[src/rtl/thermAlertPkg.sv]
package thermAlertPkg;
  localparam int MAX_FAULTS = 6;
  localparam int CNT_W = $clog2(MAX_FAULTS + 1);

  typedef struct packed {
    logic cntInc;
    logic cntClr;
  } cntStrobes_t;

  function automatic logic [CNT_W-1:0] faultNeed(input logic [1:0] code);
    case (code)
      2'd0: faultNeed = CNT_W'(1);
      2'd1: faultNeed = CNT_W'(2);
      2'd2: faultNeed = CNT_W'(4);
      default: faultNeed = CNT_W'(MAX_FAULTS);
    endcase
  endfunction
endpackage

[src/rtl/thermAlertDp.sv]
module thermAlertDp
  import thermAlertPkg::*;
#(
  parameter int TEMP_W = 12
) (
  input  logic              clk,
  input  logic              rstN,
  input  logic [TEMP_W-1:0] resultTemp,
  input  logic [TEMP_W-1:0] limitLow,
  input  logic [TEMP_W-1:0] limitHigh,
  input  logic [1:0]        faultQueue,
  input  cntStrobes_t       strobes,
  output logic              atHigh,
  output logic              belowLow,
  output logic              reachNeed,
  output logic [CNT_W-1:0]  faultCnt
);
  logic [CNT_W:0]   cntPlusOne;
  logic [CNT_W-1:0] need;

  always_comb begin
    atHigh     = $signed(resultTemp) >= $signed(limitHigh);
    belowLow   = $signed(resultTemp) <  $signed(limitLow);
    need       = faultNeed(faultQueue);
    cntPlusOne = {1'b0, faultCnt} + 1'b1;
    reachNeed  = cntPlusOne >= {1'b0, need};
  end

  always_ff @(posedge clk or negedge rstN) begin
    if (!rstN) begin
      faultCnt <= '0;
    end else if (strobes.cntClr) begin
      faultCnt <= '0;
    end else if (strobes.cntInc) begin
      if (cntPlusOne >= (CNT_W+1)'(MAX_FAULTS)) faultCnt <= CNT_W'(MAX_FAULTS);
      else faultCnt <= cntPlusOne[CNT_W-1:0];
    end
  end
endmodule

[src/rtl/thermAlertCtl.sv]
module thermAlertCtl
  import thermAlertPkg::*;
(
  input  logic        clk,
  input  logic        rstN,
  input  logic        resultValid,
  input  logic        interruptMode,
  input  logic        regRead,
  input  logic        responseWon,
  input  logic        shutdownRise,
  input  logic        softReset,
  input  logic        atHigh,
  input  logic        belowLow,
  input  logic        reachNeed,
  output cntStrobes_t strobes,
  output logic        alertActive,
  output logic        alertCause,
  output logic        effInt
);
  logic watchHigh;
  logic forcedCmp;
  logic clearAck;
  logic evalOk;
  logic cond;
  logic fire;

  always_comb begin
    effInt   = interruptMode && !forcedCmp;
    clearAck = effInt && alertActive && (regRead || responseWon);
    evalOk   = resultValid && !softReset && !shutdownRise && !(effInt && alertActive);
    if (effInt) cond = watchHigh ? atHigh : belowLow;
    else        cond = alertActive ? belowLow : atHigh;
    fire = evalOk && cond && reachNeed;
    strobes.cntClr = softReset || shutdownRise || clearAck || (evalOk && (!cond || reachNeed));
    strobes.cntInc = evalOk && cond && !reachNeed;
  end

  always_ff @(posedge clk or negedge rstN) begin
    if (!rstN) begin
      alertActive <= 1'b0;
      alertCause  <= 1'b0;
      watchHigh   <= 1'b1;
      forcedCmp   <= 1'b0;
    end else if (softReset) begin
      alertActive <= 1'b0;
      alertCause  <= 1'b0;
      watchHigh   <= 1'b1;
      forcedCmp   <= 1'b1;
    end else begin
      if (!interruptMode) forcedCmp <= 1'b0;
      if (shutdownRise) begin
        alertActive <= 1'b0;
        watchHigh   <= 1'b1;
      end else if (clearAck) begin
        alertActive <= 1'b0;
        watchHigh   <= !watchHigh;
      end else if (fire) begin
        if (effInt) begin
          alertActive <= 1'b1;
          alertCause  <= watchHigh;
        end else begin
          alertActive <= !alertActive;
          if (!alertActive) alertCause <= 1'b1;
        end
      end
    end
  end
endmodule

[src/rtl/thermAlert.sv]
module thermAlert
  import thermAlertPkg::*;
#(
  parameter int TEMP_W = 12
) (
  input  logic              clk,
  input  logic              rstN,
  input  logic              resultValid,
  input  logic [TEMP_W-1:0] resultTemp,
  input  logic [TEMP_W-1:0] limitLow,
  input  logic [TEMP_W-1:0] limitHigh,
  input  logic [1:0]        faultQueue,
  input  logic              alertPolarity,
  input  logic              interruptMode,
  input  logic              regRead,
  input  logic              responseWon,
  input  logic              shutdownRise,
  input  logic              softReset,
  output logic              alertPin,
  output logic              alertCause
);
  cntStrobes_t      strobes;
  logic             atHigh;
  logic             belowLow;
  logic             reachNeed;
  logic [CNT_W-1:0] faultCnt;
  logic             alertActive;
  logic             effInt;

  thermAlertDp #(.TEMP_W(TEMP_W)) dp_i (
    .clk(clk), .rstN(rstN), .resultTemp(resultTemp), .limitLow(limitLow),
    .limitHigh(limitHigh), .faultQueue(faultQueue), .strobes(strobes),
    .atHigh(atHigh), .belowLow(belowLow), .reachNeed(reachNeed), .faultCnt(faultCnt)
  );

  thermAlertCtl ctl_i (
    .clk(clk), .rstN(rstN), .resultValid(resultValid), .interruptMode(interruptMode),
    .regRead(regRead), .responseWon(responseWon), .shutdownRise(shutdownRise),
    .softReset(softReset), .atHigh(atHigh), .belowLow(belowLow), .reachNeed(reachNeed),
    .strobes(strobes), .alertActive(alertActive), .alertCause(alertCause), .effInt(effInt)
  );

  assign alertPin = alertPolarity ? alertActive : !alertActive;
endmodule

[config.mk]
export PLATFORM = sky130hd
export DESIGN_NAME = thermAlert
export DESIGN_NICKNAME = d
export VERILOG_FILES = /design/src/rtl/thermAlertPkg.sv /design/src/rtl/thermAlertDp.sv /design/src/rtl/thermAlertCtl.sv /design/src/rtl/thermAlert.sv
export SDC_FILE = /design/constraint.sdc
export NUM_CORES = 1
export LEC_CHECK = 0
export BUFFER_PORTS_ARGS = -buffer_cell sky130_fd_sc_hd__buf_2
export CAP_MARGIN = 10
export CORE_ASPECT_RATIO = 1.2
export CORE_UTILIZATION = 34
export CTS_CLUSTER_DIAMETER = 100
export DETAILED_ROUTE_END_ITERATION = 16
export PLACE_DENSITY = 0.72
export REMOVE_ABC_BUFFERS = 1
export SETUP_SLACK_MARGIN = 0.1
export SYNTH_ARGS = -nofsm -noshare
export SYNTH_HDL_FRONTEND = slang
export SYNTH_SLANG_ARGS = --single-unit
[constraint.sdc]
create_clock -name clk -period 1.96 [get_ports clk]
set_input_delay 0 -clock clk [delete_from_list [all_inputs] [get_ports clk]]
set_output_delay 0 -clock clk [all_outputs]
set_load 0.1 [all_outputs]
==> results.md <==
- Post-Synthesis Cells: 145
- Syn avg cell area: 7.84 um2
- Initial antenna violation count: 0
- Sequential area share after synthesis: 15.5%
- Clock buffer depth: 2
- Final std cells w/o fill: 252
- Number of buffers created by CTS: 3
- Post-synthesis adder-cell area fraction: 30.8%
- Diodes inserted: 0
- Leakage power: 0.982 nW
- RSZ-0062 raised after global routing: true
- Wire length per cell: 10.4 um
- IO Pins: 49
- Vias per cell: 4.90
- Critical Path End Type: flip-flop
- Row count: 22
- Core Footprint: 0.00311 mm2
- Area share of the largest cell type after synthesis: 30.8%
- Die X: 54.8 um
- Reg clk slew, reported paths: 60 ps
- Max-cap violations: 0
- Detailed Place HPWL: 2180 um
- Critical Path AT: 2190 ps
- I/O Buffers: 48
- Via Count: 1,235
- Final min period: 2030 ps
- Asr flop ratio synth: 100%
- Drt first pass iters: 4
- Maximum vdd ir drop: 0.186 mV
- Max transition margin: 64.4%
- Area added between synthesis and finish: 48.0%
- Grt total ovfl: 0
- Critical path class: flip-flop to flip-flop
- Max Freq: 0.492 GHz
- Reg2reg end: ctl_i.alertCause
- Htree depth: 1
- Post-synthesis compound-gate area fraction: 21.9%
- Share of cells above drive strength 1: 39.8%
- Largest family of logic cells by synthesized area: adder cells
- Worst Hold End: ctl_i.forcedCmp
- Outcome: finished with violations
- Hold Crit Depth: 3
- Power density over cell area: 326 mW/mm2
- Drt drc: 0
- Unique masters post-synth: 35
- GP Congestion: 0.834
- Clock skew: 9.00 ps
- Simple-Gate Fraction of Synth Area: 18.5%
- CP Max Fanout: 3
- Hold Crit Start: softReset
- Top cells by count, synth: inv_1, ha_1, nand2_1
- DRT iter0 DRCs: 20
- Least-Margin Pin Slew: 530 ps
- CP startpoint: dp_i.faultCnt[0]
- FF-to-FF setup slack: -70 ps
- Worst min-delay path category: input port to flip-flop
- Final Max Tran Viols: 0
- Root buf cell: clkbuf_4
- CTS sink cnt: 7
- Crit start category: flip-flop
- Number of global-route vias before repair: 1,276
- Reg-to-Reg Start: dp_i.faultCnt[0]
- Worst path required time: 2110 ps
- TritonCTS clock tree: yes
- Top cells by area, synth: ha_1, dfrtp_1, inv_1, nand2_1, a21oi_1
- Final Hold Vio Count: 0
- Layout Utilization: 54.1%
- R2r worst-path depth: 8
- Die Ht: 65.3 um
- Final Cycle Share: 104%
- Skew-Pair Late Insertion Delay: 260 ps
- Post-route ant nets: 0
- Most common cell in the netlist: inv_1
- Mux cell area share after synthesis: 0.991%
- Tot GR Track Use: 17.7%
- Synthesized flop and latch total: 7
- Main synth FF type: dfrtp_1
- First-pass GRT wire length: 4700 um
- Overall routed net length: 2620 um
- Die area: 0.00358 mm2
- Post-Syn Area: 0.00114 mm2
- EDFF count, synth: 0
- Post-synthesis xor/xnor area fraction: 2.31%
- Largest net degree at the start of global routing: 8
- Placed Cells: 240
- Setup slack after layout: -74.3 ps
- Final-stage net count: 292
- Failing checks: negative setup slack
- Cell accounting for the most synthesized area: ha_1
- Final setup fails: 5
- Warnings from Yosys: 0
- Starting Density: 36.5%
## how the worst max path moves through the flow
stage	slack, ps	cells past startpoint	end
3_3_place_gp	-180	7	ctl_i.alertActive
3_5_place_dp	-200	7	ctl_i.alertActive
5_1_grt	-140	8	ctl_i.alertCause
6_report	-70	8	ctl_i.alertCause
4_1_cts	-60	7	ctl_i.alertCause
2_1_floorplan	-170	7	ctl_i.alertActive
## report_power, final
group	leakage (nW)	switching [W]	internal, W
clock	0.0150	0.0000556	0.0000779
sequential	0.0891	0.00000380	0.000149
combinational	0.878	0.000129	0.000133
## worst max-delay path, cell delays in order (launching register included)
cell      delay [ps]
dfrtp_2          430
ha_4             290
inv_2             40
ha_4             190
a21o_1           150
a211o_1          330
and4_4           190
o221ai_2         150
o21ba_4          170
## cell usage in the layout, fill, tap and decap left out, types with 5 or more instances in the layout
master	n
a21oi_1	8
nand2_1	12
dfrtp_1	5
nor2_1	9
buf_2	48
inv_1	28
ha_1	24
a21o_1	5
buf_4	15
## per-layer routing
| layer | global-route usage [%] | up-vias | wire length [um] |
|---|---|---|---|
| met5 | 0 | - | 0 |
| met4 | 8.01 | 0 | 39 |
| met3 | 2.55 | 4 | 93 |
| met2 | 34.3 | 26 | 1470 |
| met1 | 16.9 | 561 | 1010 |
| li1 | - | 644 | - |
## per-stage QoR
step	setup slack (ps)	total power, W	cell area, um2	hold WS [ps]	setup TNS (ps)
floorplan	-173	0.000294	1140	-296	-368
global route	-142	0.000602	1680	32.1	-591
detailed placement	-205	0.000394	1500	-155	-491
global placement	-175	0.000390	1500	-155	-368
CTS	-61.6	0.000550	1660	4.04	-83.7
finish	-74.3	0.000548	1680	1.69	-232
## what timing repair did
item | in CTS | in global routing
endpoints found under the setup margin | 5 | 5
buffers inserted | 4 | 1
pin swaps | 10 | 5
hold buffers | 3 | 0
resized for setup | 14 | 3
endpoints found under the hold margin | 9 | 0
## cell type report
type                    count  area (um2)
inverters                  30         113
well taps                  36        45.0
flip-flops and latches      7         178
multi-input cells         108         926
repair buffers             67         394
fillers                   301        1430
clock buffers               4        26.3
## kinds of logic after synthesis
logic type,count (synthesis)
flops,7
xor+xnor,3
compound gates,34
mux,1
fa+ha+maj,28
simple gates,42
buf+inv,30
## state kept, by name, summed over array words and instances (netlist names)
register / count
ctl_i.alertActive: 1
dp_i.faultCnt: 3
ctl_i.forcedCmp: 1
ctl_i.alertCause: 1
ctl_i.watchHigh: 1
(Power assumes the default switching activity.)
